$ cat src/rtl/flash_seq_pkg.sv
// Shared opcodes, status masks, error codes and state types of the flash sequencer.
package flash_seq_pkg;
    localparam logic [7:0] OPC_WREN  = 8'h06;
    localparam logic [7:0] OPC_PROG  = 8'h02;
    localparam logic [7:0] OPC_ERASE = 8'hD8;
    localparam logic [7:0] OPC_RSR   = 8'h05;
    localparam logic [7:0] OPC_RFSR  = 8'h70;

    localparam logic [7:0] WIP_MASK = 8'h01;   // status bit 0: busy
    localparam logic [7:0] PEC_MASK = 8'h80;   // flag bit 7: controller ready

    localparam logic [1:0] ERR_NONE    = 2'd0;
    localparam logic [1:0] ERR_ALIGN   = 2'd1;
    localparam logic [1:0] ERR_TIMEOUT = 2'd2;

    typedef enum logic [1:0] {FR_WREN, FR_CMD, FR_RSR, FR_RFSR} frame_e;
    typedef enum logic [1:0] {ST_IDLE, ST_FRAME, ST_GAP, ST_END} state_e;
endpackage

$ cat src/rtl/flash_seq_chunk.sv
// Unit sizing: length of the current program chunk (bounded by the page end)
// or the erase sector, plus erase alignment of a new request.
// Assumes PAGE_BYTES and ERASE_BYTES are powers of two below 2**LEN_W.
module flash_seq_chunk #(
    parameter int LEN_W       = 16,
    parameter int PAGE_BYTES  = 256,
    parameter int ERASE_BYTES = 4096,
    localparam int PG_W = $clog2(PAGE_BYTES),
    localparam int ER_W = $clog2(ERASE_BYTES)
) (
    input  logic             is_erase,
    input  logic [PG_W-1:0]  page_off,
    input  logic [LEN_W-1:0] remain,
    input  logic [ER_W-1:0]  req_addr_lo,
    input  logic [ER_W-1:0]  req_len_lo,
    output logic [LEN_W-1:0] unit_len,
    output logic             misaligned
);
    localparam logic [LEN_W-1:0] PAGE_L  = LEN_W'(PAGE_BYTES);
    localparam logic [LEN_W-1:0] ERASE_L = LEN_W'(ERASE_BYTES);

    logic [LEN_W-1:0] room;

    // Bytes left before the page boundary, and the unit chosen from it.
    always_comb begin
        room = PAGE_L - {{(LEN_W-PG_W){1'b0}}, page_off};
        if (is_erase)
            unit_len = ERASE_L;
        else if (remain < room)
            unit_len = remain;
        else
            unit_len = room;
    end

    // Erase start or length off the sector grid.
    assign misaligned = (|req_addr_lo) | (|req_len_lo);
endmodule

$ cat src/rtl/flash_seq_timer.sv
// Poll timeout counter: cleared when polling for a unit begins, counts while
// polling, saturates at the limit chosen by the operation kind.
module flash_seq_timer #(
    parameter int PROG_TO  = 500000,
    parameter int ERASE_TO = 50000000,
    localparam int MAX_TO = (PROG_TO > ERASE_TO) ? PROG_TO : ERASE_TO,
    localparam int CNT_W  = $clog2(MAX_TO + 1)
) (
    input  logic clk,
    input  logic rst_n,
    input  logic clr,
    input  logic run,
    input  logic is_erase,
    output logic expired
);
    logic [CNT_W-1:0] cnt;
    logic [CNT_W-1:0] limit;

    // Limit for the running operation.
    assign limit   = is_erase ? CNT_W'(ERASE_TO) : CNT_W'(PROG_TO);
    assign expired = cnt >= limit;

    // Cycle counter for the current poll window.
    always_ff @(posedge clk) begin
        if (!rst_n)
            cnt <= '0;
        else if (clr)
            cnt <= '0;
        else if (run && !expired)
            cnt <= cnt + 1'b1;
    end
endmodule

$ cat src/rtl/flash_seq_ctrl.sv
// Frame sequencer: walks write-enable, command(+data) and poll frames for each
// unit, drives chip select and the byte handshake, and ends the request.
// Assumes eng_done pulses once per offered byte and requests arrive when idle.
module flash_seq_ctrl
    import flash_seq_pkg::*;
#(
    parameter int LEN_W = 16
) (
    input  logic             clk,
    input  logic             rst_n,
    input  logic             req_valid,
    input  logic             req_erase,
    input  logic [23:0]      req_addr,
    input  logic [LEN_W-1:0] req_len,
    input  logic             req_flag,
    input  logic             misaligned,
    input  logic [LEN_W-1:0] unit_len,
    input  logic             expired,
    input  logic [7:0]       prog_byte,
    input  logic             eng_done,
    input  logic [7:0]       eng_rx,
    output logic             timer_clr,
    output logic             timer_run,
    output logic             op_erase,
    output logic [23:0]      cur_addr,
    output logic [LEN_W-1:0] cur_remain,
    output logic [LEN_W-1:0] prog_off,
    output logic             eng_valid,
    output logic [7:0]       eng_tx,
    output logic             spi_cs_n,
    output logic             busy,
    output logic             done,
    output logic             err,
    output logic [1:0]       err_code
);
    localparam int IDX_W = LEN_W + 1;

    state_e           st;
    frame_e           fr;
    logic [IDX_W-1:0] idx;
    logic [IDX_W-1:0] frame_len;
    logic [23:0]      addr_q;
    logic [LEN_W-1:0] remain_q;
    logic [LEN_W-1:0] base_q;
    logic             erase_q;
    logic             flag_q;
    logic [7:0]       rx_q;
    logic [1:0]       err_q;
    logic             wip;
    logic             pec;
    logic             unit_ok;
    logic             to_hit;

    // Frame length in bytes for the frame in flight.
    always_comb begin
        case (fr)
            FR_WREN: frame_len = IDX_W'(1);
            FR_CMD:  frame_len = erase_q ? IDX_W'(4) : IDX_W'(4) + {1'b0, unit_len};
            default: frame_len = IDX_W'(2);
        endcase
    end

    // Byte to send at the current position of the frame.
    always_comb begin
        case (fr)
            FR_WREN: eng_tx = OPC_WREN;
            FR_RSR:  eng_tx = (idx == '0) ? OPC_RSR : 8'h00;
            FR_RFSR: eng_tx = (idx == '0) ? OPC_RFSR : 8'h00;
            default: begin
                case (idx)
                    IDX_W'(0): eng_tx = erase_q ? OPC_ERASE : OPC_PROG;
                    IDX_W'(1): eng_tx = addr_q[23:16];
                    IDX_W'(2): eng_tx = addr_q[15:8];
                    IDX_W'(3): eng_tx = addr_q[7:0];
                    default:   eng_tx = prog_byte;
                endcase
            end
        endcase
    end

    // Readiness decode of the last polled byte and end-of-poll decisions.
    always_comb begin
        wip     = |(rx_q & WIP_MASK);
        pec     = |(rx_q & PEC_MASK);
        unit_ok = (st == ST_GAP) &&
                  (((fr == FR_RSR) && !wip && !flag_q) || ((fr == FR_RFSR) && pec));
        to_hit  = (st == ST_GAP) && expired &&
                  (((fr == FR_RSR) && wip) || ((fr == FR_RFSR) && !pec));
    end

    // Request, unit and frame sequencing.
    always_ff @(posedge clk) begin
        if (!rst_n) begin
            st       <= ST_IDLE;
            fr       <= FR_WREN;
            idx      <= '0;
            addr_q   <= '0;
            remain_q <= '0;
            base_q   <= '0;
            erase_q  <= 1'b0;
            flag_q   <= 1'b0;
            rx_q     <= '0;
            err_q    <= ERR_NONE;
        end else begin
            case (st)
                ST_IDLE: begin
                    if (req_valid) begin
                        erase_q  <= req_erase;
                        flag_q   <= req_flag;
                        addr_q   <= req_addr;
                        remain_q <= req_len;
                        base_q   <= '0;
                        fr       <= FR_WREN;
                        idx      <= '0;
                        err_q    <= ERR_NONE;
                        if (req_erase && misaligned) begin
                            err_q <= ERR_ALIGN;
                            st    <= ST_END;
                        end else if (req_len == '0) begin
                            st <= ST_END;
                        end else begin
                            st <= ST_FRAME;
                        end
                    end
                end
                ST_FRAME: begin
                    if (eng_done) begin
                        rx_q <= eng_rx;
                        if (idx == frame_len - IDX_W'(1)) begin
                            idx <= '0;
                            st  <= ST_GAP;
                        end else begin
                            idx <= idx + 1'b1;
                        end
                    end
                end
                ST_GAP: begin
                    st <= ST_FRAME;
                    if (to_hit) begin
                        err_q <= ERR_TIMEOUT;
                        st    <= ST_END;
                    end else if (unit_ok) begin
                        addr_q   <= addr_q + 24'(unit_len);
                        remain_q <= remain_q - unit_len;
                        base_q   <= base_q + unit_len;
                        fr       <= FR_WREN;
                        if (remain_q == unit_len)
                            st <= ST_END;
                    end else begin
                        case (fr)
                            FR_WREN: fr <= FR_CMD;
                            FR_CMD:  fr <= FR_RSR;
                            FR_RSR:  fr <= wip ? FR_RSR : FR_RFSR;
                            default: fr <= FR_RSR;
                        endcase
                    end
                end
                default: st <= ST_IDLE;
            endcase
        end
    end

    // Bus, timer and completion outputs.
    assign eng_valid  = (st == ST_FRAME);
    assign spi_cs_n   = (st != ST_FRAME);
    assign busy       = (st != ST_IDLE);
    assign done       = (st == ST_END);
    assign err        = done && (err_q != ERR_NONE);
    assign err_code   = err_q;
    assign timer_clr  = (st == ST_GAP) && (fr == FR_CMD);
    assign timer_run  = busy && ((fr == FR_RSR) || (fr == FR_RFSR));
    assign op_erase   = erase_q;
    assign cur_addr   = addr_q;
    assign cur_remain = remain_q;
    assign prog_off   = base_q + LEN_W'(idx - IDX_W'(4));
endmodule

$ cat src/rtl/flash_seq.sv
// Top of the serial flash program/erase sequencer: joins unit sizing, the
// poll timeout and the frame sequencer. Page and sector sizes are powers of two.
module flash_seq #(
    parameter int LEN_W       = 16,
    parameter int PAGE_BYTES  = 256,
    parameter int ERASE_BYTES = 4096,
    parameter int PROG_TO     = 500000,
    parameter int ERASE_TO    = 50000000
) (
    input  logic             clk,
    input  logic             rst_n,
    input  logic             req_valid,
    input  logic             req_erase,
    input  logic [23:0]      req_addr,
    input  logic [LEN_W-1:0] req_len,
    input  logic             flag_poll_en,
    output logic             busy,
    output logic             done,
    output logic             err,
    output logic [1:0]       err_code,
    output logic [LEN_W-1:0] prog_off,
    input  logic [7:0]       prog_byte,
    output logic             spi_cs_n,
    output logic             eng_valid,
    output logic [7:0]       eng_tx,
    input  logic             eng_done,
    input  logic [7:0]       eng_rx
);
    localparam int PG_W = $clog2(PAGE_BYTES);
    localparam int ER_W = $clog2(ERASE_BYTES);

    logic [LEN_W-1:0] unit_len;
    logic [LEN_W-1:0] cur_remain;
    logic [23:0]      cur_addr;
    logic             misaligned;
    logic             expired;
    logic             timer_clr;
    logic             timer_run;
    logic             op_erase;

    flash_seq_chunk #(
        .LEN_W(LEN_W), .PAGE_BYTES(PAGE_BYTES), .ERASE_BYTES(ERASE_BYTES)
    ) u_chunk (
        .is_erase    (op_erase),
        .page_off    (cur_addr[PG_W-1:0]),
        .remain      (cur_remain),
        .req_addr_lo (req_addr[ER_W-1:0]),
        .req_len_lo  (req_len[ER_W-1:0]),
        .unit_len    (unit_len),
        .misaligned  (misaligned)
    );

    flash_seq_timer #(
        .PROG_TO(PROG_TO), .ERASE_TO(ERASE_TO)
    ) u_timer (
        .clk      (clk),
        .rst_n    (rst_n),
        .clr      (timer_clr),
        .run      (timer_run),
        .is_erase (op_erase),
        .expired  (expired)
    );

    flash_seq_ctrl #(
        .LEN_W(LEN_W)
    ) u_ctrl (
        .clk        (clk),
        .rst_n      (rst_n),
        .req_valid  (req_valid),
        .req_erase  (req_erase),
        .req_addr   (req_addr),
        .req_len    (req_len),
        .req_flag   (flag_poll_en),
        .misaligned (misaligned),
        .unit_len   (unit_len),
        .expired    (expired),
        .prog_byte  (prog_byte),
        .eng_done   (eng_done),
        .eng_rx     (eng_rx),
        .timer_clr  (timer_clr),
        .timer_run  (timer_run),
        .op_erase   (op_erase),
        .cur_addr   (cur_addr),
        .cur_remain (cur_remain),
        .prog_off   (prog_off),
        .eng_valid  (eng_valid),
        .eng_tx     (eng_tx),
        .spi_cs_n   (spi_cs_n),
        .busy       (busy),
        .done       (done),
        .err        (err),
        .err_code   (err_code)
    );
endmodule

$ cat config.mk
export PLATFORM = sky130hd
export DESIGN_NAME = flash_seq
export DESIGN_NICKNAME = d
export VERILOG_FILES = /design/src/rtl/flash_seq_pkg.sv /design/src/rtl/flash_seq_chunk.sv /design/src/rtl/flash_seq_timer.sv /design/src/rtl/flash_seq_ctrl.sv /design/src/rtl/flash_seq.sv
export SDC_FILE = /design/constraint.sdc
export NUM_CORES = 1
export LEC_CHECK = 0
export ABC_AREA = 1
export BUFFER_PORTS_ARGS = -buffer_cell sky130_fd_sc_hd__buf_4
export CORE_ASPECT_RATIO = 0.9
export CORE_MARGIN = 2
export CORE_UTILIZATION = 41
export CTS_CLUSTER_DIAMETER = 120
export CTS_CLUSTER_SIZE = 40
export DETAILED_ROUTE_END_ITERATION = 12
export SETUP_SLACK_MARGIN = 0.1
export SLEW_MARGIN = 20
export SYNTH_ARGS = -nofsm -noshare
export SYNTH_HDL_FRONTEND = slang
export SYNTH_SLANG_ARGS = --single-unit
$ cat constraint.sdc
create_clock -name clk -period 4.6 [get_ports clk]
set_input_delay 1.15 -clock clk [delete_from_list [all_inputs] [get_ports clk]]
set_output_delay 1.15 -clock clk [all_outputs]
set_load 0.03 [all_outputs]
* Yosys cells after proc, flatten, opt, wreduce, memory -nomap -nowiden
Index checks and enable logic that the tools add are counted.
** Cells by class
- Add/subtract/negate cells :: 10
- Magnitude comparators :: 2
- Equal/unequal tests :: 18
- Muxes and demuxes :: 45
- Bitwise gates (word level) :: 2
- Reduce and logical (&&, ||, !) cells :: 38
** Operators with widths (count)
- 2-to-1 mux 16 bit :: 8
- 2-to-1 mux 24 bit :: 3
- 2-to-1 mux 17 bit :: 4
- case mux 17 bit (2 select lines) :: 2
- case mux 16 bit (2 select lines) :: 2
- case mux 24 bit (2 select lines) :: 1
- == test 17 x 2 -> 1 bit, second input constant :: 2
- adder 16 bit :: 2
- case mux 8 bit (4 select lines) :: 1
- adder 26 x 1 -> 26 bit, second input constant :: 1
- >= comparator 26 bit :: 1
- 2-to-1 mux 2 bit :: 13
- 2-to-1 mux 26 bit :: 1
- adder 24 x 16 -> 24 bit :: 1
- case mux 8 bit (3 select lines) :: 1
- OR reduction 12 bit :: 2
- adder 17 x 1 -> 17 bit, second input constant :: 1
- adder 3 x 16 -> 17 bit, first input constant :: 1
- == test 17 x 1 -> 1 bit, second input constant :: 1
- == test 17 bit :: 1
- logical NOT 17 bit :: 1
- subtractor 17 x 1 -> 17 bit, second input constant :: 1
- == test 16 bit :: 1
- logical NOT 16 bit :: 1
- other kinds (25) :: 62
** Storage, ports and cells
- Flip-flop bits (word level) :: 115
- Word-level logic and storage cells :: 126

* Logic depth before layout (Yosys ltp)
Gate-level depths: netlist of run 1.
- Depth after elaboration :: 12
- Depth in mapped cells :: 39

* Hierarchy
A second synthesis of run 1 with hierarchy kept.
** Unflattened totals
- Cell total of the unflattened synthesis :: 1807
- Area, all modules :: 11278.3 um2
** Modules (own cells, without submodules)
- flash_seq_ctrl :: instances 1, cells an instance 1366, area each 8649.5 um2, sequential area each 1661.6 um2
- flash_seq_timer :: instances 1, cells an instance 311, area each 1915.6 um2, sequential area each 520.5 um2
- flash_seq_chunk :: instances 1, cells an instance 130, area each 713.2 um2, sequential area each 0.0 um2

* Worst setup path after synthesis of run 1
No wires, ideal clock.
- Path kind :: register -> register
- Start point :: reg u_ctrl.addr_q[1], in the netlist u_ctrl.cur_addr[1]
- End point :: reg u_ctrl.addr_q[22], in the netlist u_ctrl.cur_addr[22]
- Library setup time :: 0.095 ns
- Arrival time :: 4.630 ns
- Required time :: 4.505 ns
- Setup slack :: -0.125 ns
- Cell stages (with the launch flop) :: 34
- Buffers on the path :: 0
- Period minus slack after synthesis :: 4.725 ns
- Cell sequence :: dfxtp_1 inv_1 ha_1 nand2_1 nor2_1 nand3_1 xor2_1 ha_1 nand2_1 nor2_1 nor3_1 nand2_1 nand2_2 nand2_4 nand2_1 nand3_1 inv_1 ha_1 inv_1 fa_1 nand3b_1 and2_1 inv_1 nand3_1 nand2_1 nand4_1 o211ai_1 a21oi_1 o21ai_0 inv_1 nor3_1 xor2_1 nand2_1 a221oi_1
** On the way
- Cells in the longest elaborated chain, start to end :: 8
** RTL lines
- start, declared :: RTL line flash_seq_ctrl.sv:42 : logic [23:0] addr_q;
- start signal, assigned :: RTL line flash_seq_ctrl.sv:110 : addr_q <= req_addr;
- start signal, assigned :: RTL line flash_seq_ctrl.sv:143 : addr_q <= addr_q + 24'(unit_len);
- subtractor 9 x 8 -> 10 bit :: RTL line flash_seq_chunk.sv:26 : room = PAGE_L - {{(LEN_W-PG_W){1'b0}}, page_off};
- less-than comparator 16 bit :: RTL line flash_seq_chunk.sv:29 : else if (remain < room)
- 2-to-1 mux 16 bit :: RTL line flash_seq_chunk.sv:29
- 2-to-1 mux 16 bit :: RTL line flash_seq_chunk.sv:27 : if (is_erase)
- adder 24 x 16 -> 24 bit (*) :: RTL line flash_seq_ctrl.sv:143
- 2-to-1 mux 24 bit (*) :: RTL line flash_seq_ctrl.sv:142 : end else if (unit_ok) begin
- 2-to-1 mux 24 bit (*) :: RTL line flash_seq_ctrl.sv:139 : if (to_hit) begin
- case mux 24 bit (2 select lines) (*) :: RTL line flash_seq_ctrl.sv:105 : case (st)
Every way passes the cells marked *; elsewhere a longest branch is shown, timed or not. The select of a mux whose other input is x is not followed.
A chain may end at the register's enable or synchronous reset.

* Worst setup path in the final report of run 1
- Start point :: reg u_ctrl.addr_q[0], in the netlist u_ctrl.cur_addr[0]
- End point :: reg u_ctrl.base_q[8]
** On the way
- Cells in the longest elaborated chain, start to end :: 8
** RTL lines
- subtractor 9 x 8 -> 10 bit (*) :: RTL line flash_seq_chunk.sv:26
- less-than comparator 16 bit :: RTL line flash_seq_chunk.sv:29
- 2-to-1 mux 16 bit (*) :: RTL line flash_seq_chunk.sv:29
- 2-to-1 mux 16 bit (*) :: RTL line flash_seq_chunk.sv:27
- adder 16 bit (*) :: RTL line flash_seq_ctrl.sv:145 : base_q <= base_q + unit_len;
- 2-to-1 mux 16 bit (*) :: RTL line flash_seq_ctrl.sv:142
- 2-to-1 mux 16 bit (*) :: RTL line flash_seq_ctrl.sv:139
- case mux 16 bit (2 select lines) (*) :: RTL line flash_seq_ctrl.sv:105
- end signal, assigned :: RTL line flash_seq_ctrl.sv:145
- end, declared :: RTL line flash_seq_ctrl.sv:44 : logic [LEN_W-1:0] base_q;
Marked as above.

==> impl_results.md, run 1 <==
* Inst Count DP at 1,942
* First-pass GRT wire length at 49,300 um
* Final period utilization at 1.02
* Largest family of logic cells by synthesized area: simple AND/OR/NAND/NOR gates
* Synthesis Warnings at 0
* Tightest Pin Transition at around 740 ps
* H-tree levels at 3
* Starting DRC count in detailed routing at 726
* Clock transition at the registers of the reported paths at 80 ps
* CTS sink cnt at 109
* # rows at 53
* Antenna-violating nets left at 0
* Top-count cell post-synth: nand2_1
* Layout Nets at 1,892
* Syn_area_per_cell at about 6.6 sq um
* Post-route insts no fill at 2,027
* Max-cap violations at 0
* Initial Utilization at 0.413
* Area share of fa/ha/maj cells after synthesis at 0.146
* Number of global-route vias before repair at 9,745
* Hold Slack at roughly 490 ps
* Crit start category: flop
* Critical-path top delay cell: dfxtp_4
* Mapped cell area at 9570 sq um
* Via-to-Cell Ratio at 5.33
* CP Class: reg -> reg
* Share of the synthesized area in the top cell type at 0.228
* Synth top cells by count: nand2_1 (257), inv_1 (232), nor2_1 (131)
* Final wirelength at 32,400 um
* Status: complete, but fails checks
* Worst Setup End Kind: flop
* RSZ-0062 raised after global routing: true
* CTS Root Cell: clkbuf_16
* Fmax at roughly 210 MHz
* Most used DFF post-synth: dfxtp_1
* DRT Pass-1 Iters at 7
* Post-layout util at 0.583
* Aggregate global-route resource usage at 0.253
* Total CTS buffers at 9
* Failing checks: negative setup slack
* Die H at 149 um
* Pins Over Slew Limit at 0
* DPL Wire Length at 23,400 um
* Number of flops mapped to enable cells by yosys at 0
* Final instance area at around 13,000 sq um
* Layout area overhead at 41.1%
* Post-Place Cell Area at between 10,000 and 15,000 sq um
* Final setup vio count at 4
* Cells after Synth at 1,446
* Compound-Gate Fraction of Synth Area at 0.189
* CTS tree: built
* GPL Wtd Cong at 0.949
* Layout fillers at around 2.1k
* Largest stage delay, worst path at about 380 ps
* Min Tclk post-route at between 4000 and 5000 ps
* Critical path buffers and inverters at 12
* Post-synthesis simple-gate area fraction at 0.277
* Core Region at 23,100 sq um
* Final hold violation count at 0
* Fin worst setup slack at -74.1 ps
* # diodes at 0
* Post-CTS Hold Buffers at 0
* Die area at 24,600 sq um
* Congestion Overflow GR at 0
* Leading area contributor after synthesis: dfxtp_1
* Via count at about 11k
* Die X-Extent at 165 um
* Slew margin rel. at 0.499
* Layout cells sized above 1 at 0.316
* Io pins at 93
* Post-synthesis xor/xnor area fraction at 0.0558
* I/O Buffers at 86
* Largest net degree at the start of global routing at 41
* CP top delay family: simple AND/OR/NAND/NOR gates
* CP most frequent cell: buf_4
* Clock Tree Buf Depth at 2
* Distinct cells, synth at 50
* Initial antenna violation count at 0
* Hold WC Path Type: reg -> reg
* Synth top area cells: dfxtp_1 (23%), ha_1 (14%), nand2_1 (10%)
* Fraction of registers with async set/reset at 0
* Drt wl/cell at approximately 16 um
* Drt drc at 0
* Number of synthesized register bits at 109
* CP arrival at 4960 ps
* Crit-path max FO at 8
* Worst Path Required at 4890 ps
* Sequential area share after synthesis at 0.228
* Skew-Pair Late Insertion Delay at around 370 ps
* Post-synthesis mux area share at 0
* Clock Skews at 12.7 ps
## worst min-delay path, cell delays in order (launching register included)
cell and delay [ps]:
dfxtp_1 320, inv_1 70, a21oi_1 60
## layout make-up
| cell class | count | area (sq um) | area share |
|---|---|---|---|
| clock inverters | 6 | 53.8 | 0.00399 |
| inverters | 233 | 892 | 0.0661 |
| well taps | 302 | 378 | 0.0280 |
| repair buffers | 277 | 2170 | 0.161 |
| clock buffers | 9 | 225 | 0.0167 |
| multi-input cells | 1091 | 7570 | 0.561 |
| flip-flops and latches | 109 | 2210 | 0.163 |
## metrics by stage
step | TNS, ps | setup slack (ps)
floorplan | 0 | 122
global placement | -1360 | -238
detailed placement | -5510 | -428
CTS | -219 | -86.9
global route | -8240 | -434
finish | -159 | -74.1
## routing by layer
layer  vias up  global-route usage  wire length [um]
li1       5407                   -                 -
met1      5033               0.357             14900
met2       325               0.402             14700
met3        46              0.0431              2180
met4         0              0.0613               716
met5         -                   0                 0
## path summary, 6_finish.rpt
check | startpoint | endpoint | slack [ps] | cells after the start
max | u_ctrl.cur_addr[0] | u_ctrl.base_q[8] | -70 | 36
min | u_ctrl.rx_q[7] | u_ctrl.rx_q[7] | 490 | 2
max reg2reg | u_ctrl.cur_addr[0] | u_ctrl.base_q[8] | -70 | 36
min reg2reg | u_ctrl.rx_q[7] | u_ctrl.rx_q[7] | 490 | 2
## state kept, by name, indices dropped and copies added, names as in the netlist
register           flops
u_ctrl.base_q         16
u_ctrl.op_erase        1
u_ctrl.st              2
u_timer.cnt           26
u_ctrl.cur_remain     16
u_ctrl.rx_q            2
u_ctrl.fr              2
u_ctrl.err_code        2
u_ctrl.cur_addr       24
u_ctrl.idx            17
u_ctrl.flag_q          1
## kinds of logic (layout without fill, tap and decap cells)
group           Yosys count  after routing
compound gates          315            315
other cells               2             16
flops                   109            109
simple gates            589            590
buf+inv                 261            525
fa+ha+maj               109            109
xor+xnor                 61             61
## cell usage in the layout (no fill, tap or decap), types with 37 or more instances in the layout
cell	count
nand2_1	217
a21oi_1	93
inv_1	202
nand3_1	57
dfxtp_1	98
buf_4	254
nand2_2	37
xor2_1	42
ha_1	78
nor2_1	115
o21ai_0	74
## timing repair
item / CTS / global route
gates resized for setup: 111 / 207
pin swaps: 55 / 123
buffers inserted: 40 / 33
endpoints found under the hold margin: 0 / 0
endpoints found under the setup margin: 45 / 53
gates cloned: 1 / 0
Power of run 1 is left out: the tool's default activity adds up to more than one toggle a clock period on the data nets, which glitch-free logic cannot reach.
==> run 2, diff against run 1 <==
--- a/config.mk
+++ b/config.mk
@@ -7,8 +7,7 @@
 export LEC_CHECK = 0
 export ABC_AREA = 1
 export BUFFER_PORTS_ARGS = -buffer_cell sky130_fd_sc_hd__buf_4
-export CORE_ASPECT_RATIO = 0.9
-export CORE_MARGIN = 2
+export CORE_ASPECT_RATIO = 1.2
 export CORE_UTILIZATION = 41
 export CTS_CLUSTER_DIAMETER = 120
 export CTS_CLUSTER_SIZE = 40
@@ -18,3 +17,4 @@
 export SYNTH_ARGS = -nofsm -noshare
 export SYNTH_HDL_FRONTEND = slang
 export SYNTH_SLANG_ARGS = --single-unit
+export TNS_END_PERCENT = 20
==> run 2 against run 1 <==
  * The run now ends clean
  * Clock skew increased by 2.1 ps
  * Largest cell class unchanged
  * Via count decreased by 3.7%
  * Maximum frequency increased by 2.8%
  * First-iteration DRC count decreased by 16%
  * Die area decreased by 2.5%
  * Critical endpoint is now prog_off[15]
  * Cell area decreased by 6.8%
==> impl_results.md, run 2 (same netlist as run 1, synthesis figures left out) <==
* Final setup vio count at 0
* Number of global-route vias before repair at 9,844
* PwrDens at 882 nW/um^2
* # diodes at 0
* Tightest Pin Transition at about 950 ps
* Skew-Pair Late Insertion Delay at 380 ps
* Final instance area at 12,600 sq um
* RSZ-0062 raised after global routing: true
* Max-cap violations at 0
* Drt drc at 0
* Initial antenna violation count at 0
* Initial Utilization at 0.422
* Largest net degree at the start of global routing at 47
* Total CTS buffers at 9
* Maximum VDD drop at 0.397 mV
* DPL Wire Length at 23,100 um
* Worst Path Required at 3450 ps
* Dpl ws at -231 ps
* DRT Pass-1 Iters at 5
* Clock transition at the registers of the reported paths at roughly 80 ps
* Die area at 24,000 sq um
* Layout cells sized above 1 at 0.249
* Via-to-Cell Ratio at 5.26
* CTS sink cnt at 109
* # rows at 60
* Drt wl/cell at 15.4 um
* Pins Over Slew Limit at 0
* Leak at 5.73 nW
* Clock Skews at 14.8 ps
* CTS Root Cell: clkbuf_16
* I/O Buffers at 86
* Largest stage delay, worst path at 390 ps
* Io pins at 93
* Final Power at ~11 mW
* Fin worst setup slack at between 50 and 60 ps
* Via count at roughly 10k
* H-tree levels at 3
* Fmax at 220 MHz
* Die X-Extent at 141 um
* Die H at 169 um
* Post-Place Cell Area at 11,400 sq um
* Critical path cell sequence: ha_4, ha_4, fa_2, nand3_2, nand2_2, a21oi_2, o21ai_2, a21o_1, a21oi_1, buf_4, nor2_1, nor2_1, o21bai_1, a21oi_1, o21bai_1, nand2_1, inv_1, o21ai_2, nand2_1, xnor2_1, buf_4
* Final wirelength at 30,400 um
* Min Tclk post-route at roughly 4500 ps
* Post-CTS Hold Buffers at 0
* Hold Slack at 481 ps
* Inst Count DP at 1,940
* Largest reg by FF count: u_timer.cnt
* Final hold violation count at 0
* Crit start category: flop
* Critical path buffers and inverters at 3
* Clock Tree Buf Depth at 2
* Layout area overhead at 31.4%
* Crit-path max FO at 2
* Starting DRC count in detailed routing at between 600 and 700
* Congestion Overflow GR at 0
* CP top delay family: compound AO/OA/AOI/OAI gates
* Final period utilization at 0.988
* Core Region at 22,700 sq um
* Post-route insts no fill at 1,977
* CTS tree: built
* Commonest cells after routing, fill and taps aside: nand2_1 (234), inv_1 (218), buf_4 (209)
* Number of flip-flops under the largest register name at 26
* Layout Nets at 1,833
* Hold WC Path Type: reg -> reg
* Leading cell type in the layout, fill and taps excluded: nand2_1
* Status: complete, no violations
* GPL Wtd Cong at 0.888
* Worst Setup End Kind: output port
* Slew margin rel. at 0.358
* CP arrival at 3400 ps
* Antenna-violating nets left at 0
* First-pass GRT wire length at 48,400 um
* Critical-path top delay cell: fa_2
* CP Class: reg -> out
* Aggregate global-route resource usage at 0.256
run 2: cell types whose count changed in the layout (fill, tap and decap cells not counted), sizes merged:
cell,change
buf,-59
clkinv,+1
clkinvlp,+1
inv,-1
run 2: routing by layer:
layer	vias to the layer above	global-route usage	wire length, um
met5	-	0	0
met2	257	0.444	14400
met4	0	0.0930	900
li1	5280	-	-
met1	4817	0.327	13600
met3	54	0.0254	1490
run 2: tightest hold or removal path, cell delays in order, from the launching register on:
cell	delay, ps
dfxtp_1	330
nand2_1	60
o21ai_1	50
run 2: final cells by class:
class                      count  area (sq um)
multi-input combinational   1091          7130
sequential                   109          2200
clock inverter                 7          77.6
clock buffer                   9           225
inverter                     233           882
fill                        2277         10100
timing repair buffer         218          1670
tap                          310           388
run 2: metrics by stage:
stage	TNS [ps]	utilization
CTS	-117	0.534
global placement	-2660	0.503
finish	0	0.555
detailed placement	-5060	0.503
floorplan	0	-
global route	-3760	0.555
run 2: where the power goes:
group          internal (mW)  total (mW)  switching [mW]
Sequential              1.16        1.39           0.229
Combinational           3.83        8.87            5.04
Clock                  0.388       0.829           0.441
Total                   5.38        11.1            5.71
run 2: final timing paths:
check / start / end / slack [ps] / cells after the start
max reg2reg: u_ctrl.cur_addr[1] / u_ctrl.cur_addr[22] / 60 / 32
min reg2reg: u_ctrl.cur_addr[11] / u_ctrl.cur_addr[11] / 480 / 2
min: u_ctrl.cur_addr[11] / u_ctrl.cur_addr[11] / 480 / 2
max: u_ctrl.idx[1] / prog_off[15] / 50 / 21
run 2: timing repair:
item,4_1_cts,5_1_grt
gates cloned,1,0
pin swaps,38,59
resized for setup,92,100
endpoints found under the setup margin,41,53
setup buffers,10,10
(Power assumes the default switching activity.)
==> run 3, diff against run 2 <==
--- a/config.mk
+++ b/config.mk
@@ -5,9 +5,7 @@
 export SDC_FILE = /design/constraint.sdc
 export NUM_CORES = 1
 export LEC_CHECK = 0
-export ABC_AREA = 1
 export BUFFER_PORTS_ARGS = -buffer_cell sky130_fd_sc_hd__buf_4
-export CORE_ASPECT_RATIO = 1.2
 export CORE_UTILIZATION = 41
 export CTS_CLUSTER_DIAMETER = 120
 export CTS_CLUSTER_SIZE = 40
==> run 3 against run 2 <==
  * The flow now finishes with violations (negative setup slack)
  * Area after synthesis rose by 2.0%
  * Clock-buffer cell count is the same
  * Global-route usage down 0.32 points
  * Cell count fell by 8.0%
  * Non-clock buffer count grew 39
  * Cell area grew 1.2%
  * Maximum frequency fell by 19%
==> impl_results.md, run 3 <==
* Sequential area share after synthesis at 0.224
* Dpl ws at -1180 ps
* Distinct cells, synth at 79
* Die X-Extent at 156 um
* RSZ-0062 raised after global routing: true
* CP arrival at 5870 ps
* Layout area overhead at 30.4%
* Die area at 24,400 sq um
* Commonest cells after routing, fill and taps aside: buf_4 (248), nand2_1 (122), dfxtp_1 (106)
* Fmax at between 150 and 200 MHz
* Antenna-violating nets left at 0
* Number of synthesized register bits at between 100 and 150
* Clock transition at the registers of the reported paths at 90 ps
* Via count at between 10k and 15k
* Layout cells sized above 1 at 0.265
* Internal power at 3.74 mW
* Number of flip-flops under the largest register name at 26
* Starting DRC count in detailed routing at 900
* H-tree levels at 3
* Net load switching power at between 3 and 4 mW
* PwrDens at 532 nW/um^2
* Hold Slack at 487 ps
* CP Class: reg -> reg
* Number of flops mapped to enable cells by yosys at 0
* Final Power at 6.76 mW
* Pins Over Slew Limit at 0
* Leak at 5.55 nW
* Worst Path Required at 4840 ps
* I/O Buffers at 86
* Min Tclk post-route at between 5000 and 6000 ps
* Post-synthesis simple-gate area fraction at 0.232
* DRT Pass-1 Iters at 8
* Layout Nets at 1,665
* Synth top area cells: dfxtp_1 (22%), ha_1 (13%), xnor2_1 (6.6%)
* Area share of fa/ha/maj cells after synthesis at 0.143
* Drt drc at 0
* Clock Tree Buf Depth at 2
* Share of the synthesized area in the top cell type at 0.224
* CTS Root Cell: clkbuf_16
* Via-to-Cell Ratio at roughly 5.6
* Top-count cell post-synth: nand2_1
* Final wirelength at 30,600 um
* Io pins at 93
* Skew-Pair Late Insertion Delay at 370 ps
* Cells after Synth at 1,270
* Crit-path max FO at 7
* Post-synthesis xor/xnor area fraction at 0.0874
* Drt wl/cell at 16.8 um
* Total CTS buffers at 9
* Largest family of logic cells by synthesized area: compound AO/OA/AOI/OAI gates
* DPL Wire Length at 23,200 um
* Final setup vio count at 58
* Leading area contributor after synthesis: dfxtp_1
* Sw Share at 0.448
* Mapped cell area at 9760 sq um
* Largest net degree at the start of global routing at 36
* Final instance area at between 10,000 and 15,000 sq um
* Post-synthesis mux area share at 0.0144
* Maximum VDD drop at approximately 0.27 mV
* Crit start category: flop
* Synth top cells by count: nand2_1 (123), inv_1 (111), dfxtp_1 (109)
* Post-Place Cell Area at 11,900 sq um
* Leading cell type in the layout, fill and taps excluded: buf_4
* CTS tree: built
* Sequential share of power at 0.177
* Fraction of registers with async set/reset at 0
* Worst Setup End Kind: flop
* Most used DFF post-synth: dfxtp_1
* Logic pwr share at 0.701
* Slew margin rel. at 0.427
* GPL Wtd Cong at 0.908
* Max-cap violations at 0
* Synthesis Warnings at 0
* Congestion Overflow GR at 0
* Initial Utilization at 0.417
* Largest reg by FF count: u_timer.cnt
* Number of global-route vias before repair at 9,406
* Clock Power Share at 0.122
* # diodes at 0
* Final period utilization at 1.22
* Core Region at roughly 23,000 sq um
* Post-CTS Hold Buffers at 0
* Fin worst setup slack at -1030 ps
* Clock Skews at 10.3 ps
* Status: complete, but fails checks
* First-pass GRT wire length at 48,500 um
* Final hold violation count at 0
* Post-layout util at 0.544
* # rows at 56
* Tightest Pin Transition at 858 ps
* Aggregate global-route resource usage at 0.252
* Compound-Gate Fraction of Synth Area at 0.232
* CTS sink cnt at 109
* Syn_area_per_cell at 7.68 sq um
* Initial antenna violation count at 0
* Hold WC Path Type: reg -> reg
* Die H at 156 um
* Failing checks: negative setup slack
[run 3: cell types whose count changed after synthesis, moves of 34 or more]
cell | before | now
a21oi_1 | 120 | 86
xnor2_1 | 15 | 73
nand2_1 | 257 | 123
inv_1 | 232 | 111
nor2_1 | 131 | 90
nand3_1 | 80 | 33
[run 3: through the flow]
| stage | setup TNS (ps) | std cells |
|---|---|---|
| floorplan | -40830 | 1284 |
| global placement | -41520 | 1783 |
| detailed placement | -48240 | 1783 |
| CTS | -38120 | 1811 |
| global route | -50170 | 1818 |
| finish | -33890 | 1818 |
[run 3: power by group through the flow]
stage	clock network [mW]	logic [mW]	registers [mW]
2_1_floorplan	0	2.53	1.16
3_3_place_gp	0	4.14	1.21
3_5_place_dp	0	4.19	1.21
4_1_cts	0.837	4.49	1.19
5_1_grt	0.876	5.14	1.21
6_report	0.826	4.74	1.20
[run 3: per-layer routing]
| metal | routed length [um] | GRT usage |
|---|---|---|
| met5 | 0 | 0 |
| met4 | 613 | 0.0728 |
| met3 | 1760 | 0.0338 |
| met2 | 13800 | 0.408 |
| met1 | 14400 | 0.348 |
[run 3: cell families (layout without fill, tap and decap cells)]
group	after synthesis	count (layout)
simple gates	431	431
compound gates	341	341
buf+inv	169	384
fa+ha+maj	109	109
flops	109	109
xor+xnor	95	95
mux	14	14
other cells	2	16
[run 3: path summary, 6_finish.rpt]
kind | startpoint | to | cells after the start | slack, ps
setup / recovery | u_ctrl.cur_addr[1] | u_ctrl.idx[7] | 26 | -1030
hold / removal | u_ctrl.base_q[15] | u_ctrl.base_q[15] | 1 | 490
setup reg to reg | u_ctrl.cur_addr[1] | u_ctrl.idx[7] | 26 | -1030
hold reg to reg | u_ctrl.base_q[15] | u_ctrl.base_q[15] | 1 | 490
[run 3: area by class of cell]
type	instances	area, sq um
inverters	111	419
flip-flops and latches	109	2190
clock buffers	9	225
fillers	2264	10700
well taps	319	399
clock inverters	7	77.6
repair buffers	257	1990
multi-input cells	1006	7420
[run 3: timing repair]
item	4_1_cts	5_1_grt
cloned	1	0
gates resized for setup	57	53
pin swaps	32	27
setup endpoints to repair	70	74
setup buffers	11	7
[run 3: critical path: stages, from the launching register on]
cell and delay [ps]:
dfxtp_2 340, buf_6 110, or4_4 570, or3_4 370
nand2_4 80, ha_4 200, o21ai_2 140, o21ai_2 90
a221oi_4 280, buf_6 180, buf_6 120, a21oi_2 50
or2_4 240, inv_4 60, ha_4 150, o311ai_4 100
or4_4 450, buf_6 140, a21oi_4 130, nor3_4 80
nor4_2 260, mux2i_1 120, or4_4 570, nor4b_4 310
buf_4 170, clkbuf_16 150, nor4_2 40
